$ cat config.mk
export PLATFORM = sky130hd
export DESIGN_NAME = bfp_predictor
export DESIGN_NICKNAME = d
export VERILOG_FILES = /design/src/rtl/bfp_pkg.sv /design/src/rtl/bfp_ctrl.sv /design/src/rtl/bfp_gate_tree.sv /design/src/rtl/bfp_datapath.sv /design/src/rtl/bfp_predictor.sv
export SDC_FILE = /design/constraint.sdc
export NUM_CORES = 1
export LEC_CHECK = 0
export BUFFER_PORTS_ARGS = -buffer_cell sky130_fd_sc_hd__buf_4
export CAP_MARGIN = 40
export CORE_AREA = 2 2 39 41
export CTS_BUF_LIST = sky130_fd_sc_hd__clkbuf_4 sky130_fd_sc_hd__clkbuf_8 sky130_fd_sc_hd__clkbuf_16
export DETAILED_ROUTE_END_ITERATION = 6
export DIE_AREA = 0 0 41 43
export SLEW_MARGIN = 20
export SYNTH_ARGS = -nofsm -noshare
export SYNTH_HDL_FRONTEND = slang
export SYNTH_SLANG_ARGS = --single-unit
export TNS_END_PERCENT = 100
$ cat constraint.sdc
create_clock -name clk -period 6.8 [get_ports clk]
set_input_delay 2.04 -clock clk [delete_from_list [all_inputs] [get_ports clk]]
set_output_delay 2.04 -clock clk [all_outputs]
set_load 0.02 [all_outputs]
$ cat src/rtl/bfp_pkg.sv
package bfp_pkg;

  // Strobes from control to datapath
  typedef struct packed {
    logic shiftEn;   // advance the history this edge
    logic shiftBit;  // outcome shifted into bit 0
  } bfpStrobeT;

  // Number of gate levels above the leaves
  function automatic int treeLevels(input int leaves);
    int lv;
    lv = 0;
    while ((1 << lv) < leaves) lv++;
    return lv;
  endfunction

endpackage

$ cat src/rtl/bfp_ctrl.sv
module bfp_ctrl
  import bfp_pkg::*;
(
  input  logic      updValid,
  input  logic      updTaken,
  output bfpStrobeT strobe
);

  // The outcome bit is qualified so an idle taken input never leaks in
  always_comb begin
    strobe.shiftEn  = updValid;
    strobe.shiftBit = updValid & updTaken;
  end

endmodule

$ cat src/rtl/bfp_gate_tree.sv
module bfp_gate_tree #(
  parameter int LEAVES = 8
) (
  input  logic [LEAVES-2:0] gateSel,  // breadth-first from root, 1 = OR
  input  logic [LEAVES-1:0] leaves,   // bit 0 is leftmost leaf
  output logic              result
);

  localparam int LEVELS = bfp_pkg::treeLevels(LEAVES);

  // Level s holds LEAVES >> s values; level 0 is the leaves, level LEVELS the root.
  // Gates at level s occupy breadth-first indices (W-1) .. (2W-2), W = LEAVES >> s.
  for (genvar s = 0; s <= LEVELS; s++) begin : g_lvl
    localparam int W = LEAVES >> s;
    logic [W-1:0] vals;
    if (s == 0) begin : g_leaf
      assign vals = leaves;
    end else begin : g_gate
      for (genvar j = 0; j < W; j++) begin : g_node
        logic lhs, rhs;
        assign lhs = g_lvl[s-1].vals[2*j];
        assign rhs = g_lvl[s-1].vals[2*j+1];
        assign vals[j] = gateSel[W-1+j] ? (lhs | rhs) : (lhs & rhs);
      end
    end
  end

  assign result = g_lvl[LEVELS].vals[0];

endmodule

$ cat src/rtl/bfp_datapath.sv
module bfp_datapath
  import bfp_pkg::*;
#(
  parameter int HIST_LEN = 8
) (
  input  logic                clk,
  input  logic                rstN,
  input  bfpStrobeT           strobe,
  input  logic [HIST_LEN-1:0] formula,
  output logic [HIST_LEN-1:0] histQ,
  output logic                predTaken
);

  localparam int GATES = HIST_LEN - 1;

  logic [GATES-1:0] gateSel;
  logic             unusedSpareBit;

  assign gateSel        = formula[GATES-1:0];
  assign unusedSpareBit = formula[HIST_LEN-1];

  always_ff @(posedge clk or negedge rstN) begin
    if (!rstN) begin
      histQ <= '0;
    end else if (strobe.shiftEn) begin
      histQ <= {histQ[HIST_LEN-2:0], strobe.shiftBit};
    end
  end

  bfp_gate_tree #(.LEAVES(HIST_LEN)) u_tree (
    .gateSel (gateSel),
    .leaves  (histQ),
    .result  (predTaken)
  );

endmodule

$ cat src/rtl/bfp_predictor.sv
module bfp_predictor
  import bfp_pkg::*;
#(
  parameter int HIST_LEN = 8
) (
  input  logic                clk,
  input  logic                rstN,
  input  logic [HIST_LEN-1:0] formula,
  output logic                predTaken,
  input  logic                updValid,
  input  logic                updTaken
);

  bfpStrobeT           strobe;
  logic [HIST_LEN-1:0] histQ;

  bfp_ctrl u_ctrl (
    .updValid (updValid),
    .updTaken (updTaken),
    .strobe   (strobe)
  );

  bfp_datapath #(.HIST_LEN(HIST_LEN)) u_dp (
    .clk       (clk),
    .rstN      (rstN),
    .strobe    (strobe),
    .formula   (formula),
    .histQ     (histQ),
    .predTaken (predTaken)
  );

endmodule

==> results.cfg <==
[status]
status = finished, final reports clean

[setup_path]
arrival_ns = 3.21
critPathMaxFanout = 1
cp_common_cell = maj3_2
worstPathCellList = buf_4 -> maj3_2 -> maj3_2 -> maj3_2 -> buf_4
max_stage_delay_ns = 0.31
cp.required_ns = 4.76
crit_type = in -> out
r2r_slack_ns = 6.00
cp-start-kind = primary input
crit_path_end_kind = output pin
crit_slowest_cell = maj3_2

[logic_synthesis]
synth_area_leader_cell = dfrtp_1
syn_nets = 36
synth_compound_area_share_pct = 0
synth.top_cell.area_share_pct = 53.7
avgSynthCellArea_um2 = 15.5
synthCells = 24
synth-adder-area-share_pct = 21.1
synth_xor_area_share_pct = 0
synthesis.area_um2 = 373
synthTopCellsByArea = dfrtp_1 (54%), maj3_2 (21%), mux2_2 (18%), mux2_1 (6.0%), clkbuf_1 (1.0%)
ys_seq_area_share_pct = 53.7
synth-seq-cells = 8
synth-simple-area-share_pct = 0
muxShareOfSynthArea_pct = 24.2
synth.distinct_cells = 5
ys.warnings.count = 0
synth_top_family_by_area = multiplexers

[floorplan]
core.rowCount = 14
die_area_um2 = 1760
die_h_um = 43
io_pins = 13
initial_core_util_pct = 26.9
die_w_um = 41
coreArea_um2 = 1380

[grt]
grt_antenna_before_repair = 0
first_global_vias = 273
grt_usage_pct = 8.78
grt-ovfl-total = 0
grt_pass1_wl_um = 945
grt_max_degree = 9

[sta]
tightest_slew_ns = 0.110
fin_tns_setup_ns = 0
hold_viol = 0
slew_headroom_pct = 92.6
rsz0062_at_grt = no
timing.fmax_ghz = 0.190
maxSlewViolCount = 0
whs_ns = 0.514
period_minus_slack_ns = 5.25
finalCritPeriodShare_pct = 77.2
setup_viol_count_final = 0
skew_ns = 0.00338

[cells_and_area]
syn2layout_area_growth_pct = 32.6
drive_above_1_share_pct = 73.0
nFillCells = 150
largest_reg_flops = 8
final_nets = 51
regMostFlops = u_dp.histQ
utilization_pct = 35.7
reg_top3 = u_dp.histQ: 8 flops
multiInputGateArea_um2 = 169
final-seq-area_um2 = 200
n_antenna_cell = 0

[power]
p_clk_share_pct = 23.8
switching_share_pct = 25.4
power_frac_seq_pct = 48.5
p_switching_mw = 0.0366
vdd_drop_max_mv = 0.0775
p_leak_nw = 0.217
comb_power_share_pct = 27.7
power.internal_mw = 0.107
power_density_nw_per_um2 = 291

[route]
wire_per_inst_um = 11.2
vias = 239
drtIter0Drc = 3
routed_via_density = 4.51
routed_wl_um = 592
ant_nets = 0
drt-pass1-iter-count = 2
drcViolationCount = 0

[clock_network]
insertion_delay_ns = 0.25
ctsResizeCount = 0
cts_inserted_buffers = 3
cts_hold_buf = 0
root_buffer = clkbuf_4
clk_pin_slew_worst_paths_ns = 0.05
clockBufferDepth = 2
post-cts-setup-buffers = 0
cts_num_sinks = 8
cts_tree = built
ctsHtreeMaxLevel = 1

[placement]
gp_congestion = 0.626
io_buffer_count = 11

[min_path]
hold_path_class = reg -> reg

[flow_run]
max_cap_violations = 0
## critical path, delay by kind of cell
kind	cells	cell delay [ns]
fa+ha+maj	3	0.91
buf+inv	2	0.26
## metrics by stage
stage                     instances  instance area (um^2)  total power [mW]  setup slack (ns)
after floorplan                  24                   373            0.0974              1.76
after global placement           50                   472             0.109              1.54
after detailed placement         50                   472             0.112              1.54
after CTS                        53                   494             0.147              1.54
after global routing             53                   494             0.152              1.52
final                            53                   494             0.144              1.55
## power groups by stage
stage          logic (mW)  registers (mW)  clock network [mW]
6_report           0.0398          0.0698              0.0342
5_1_grt            0.0432          0.0719              0.0373
4_1_cts            0.0408          0.0702              0.0360
3_5_place_dp       0.0407          0.0710                   0
3_3_place_gp       0.0392          0.0693                   0
2_1_floorplan      0.0295          0.0679                   0
## routing by layer
layer | GRT usage, % | wire length [um] | vias up
li1 | - | - | 112
met2 | 15.3 | 352 | 6
met4 | 10.0 | 0 | 0
met3 | 3.14 | 35 | 0
met5 | 0 | 0 | -
met1 | 5.44 | 204 | 121
## path summary, 6_finish.rpt
| check | from | depth (start not counted) | endpoint |
|---|---|---|---|
| setup reg to reg | u_dp.histQ[0] | 1 | u_dp.histQ[1] |
| hold / removal | u_dp.histQ[1] | 1 | u_dp.histQ[1] |
| min in group asynchronous | rstN | 1 | u_dp.histQ[7] |
| setup / recovery | formula[4] | 5 | predTaken |
| max in group asynchronous | rstN | 1 | u_dp.histQ[2] |
| hold reg to reg | u_dp.histQ[1] | 1 | u_dp.histQ[1] |
## cell usage after synthesis, drive strengths merged
cell type and instances:
mux2 8, dfrtp 8, maj3 7, clkbuf 1
## cell usage in the layout, fill, tap and decap left out
| cell | instances |
|---|---|
| dfrtp_1 | 8 |
| clkbuf_4 | 3 |
| mux2_1 | 2 |
| mux2_2 | 6 |
| maj3_2 | 7 |
| buf_4 | 11 |
## layout make-up
| cell class | count | share of cell area [%] |
|---|---|---|
| Sequential cell | 8 | 40.5 |
| Tap cell | 16 | 4.05 |
| Clock buffer | 3 | 4.56 |
| Multi-Input combinational cell | 15 | 34.2 |
| Timing Repair Buffer | 11 | 16.7 |
## kinds of logic after synthesis
kind of cell             count (synthesis)
adder cells (fa/ha/maj)                  7
buffers and inverters                    1
multiplexers                             8
flip-flops                               8
Note: power is estimated with default switching activity, not from simulation.
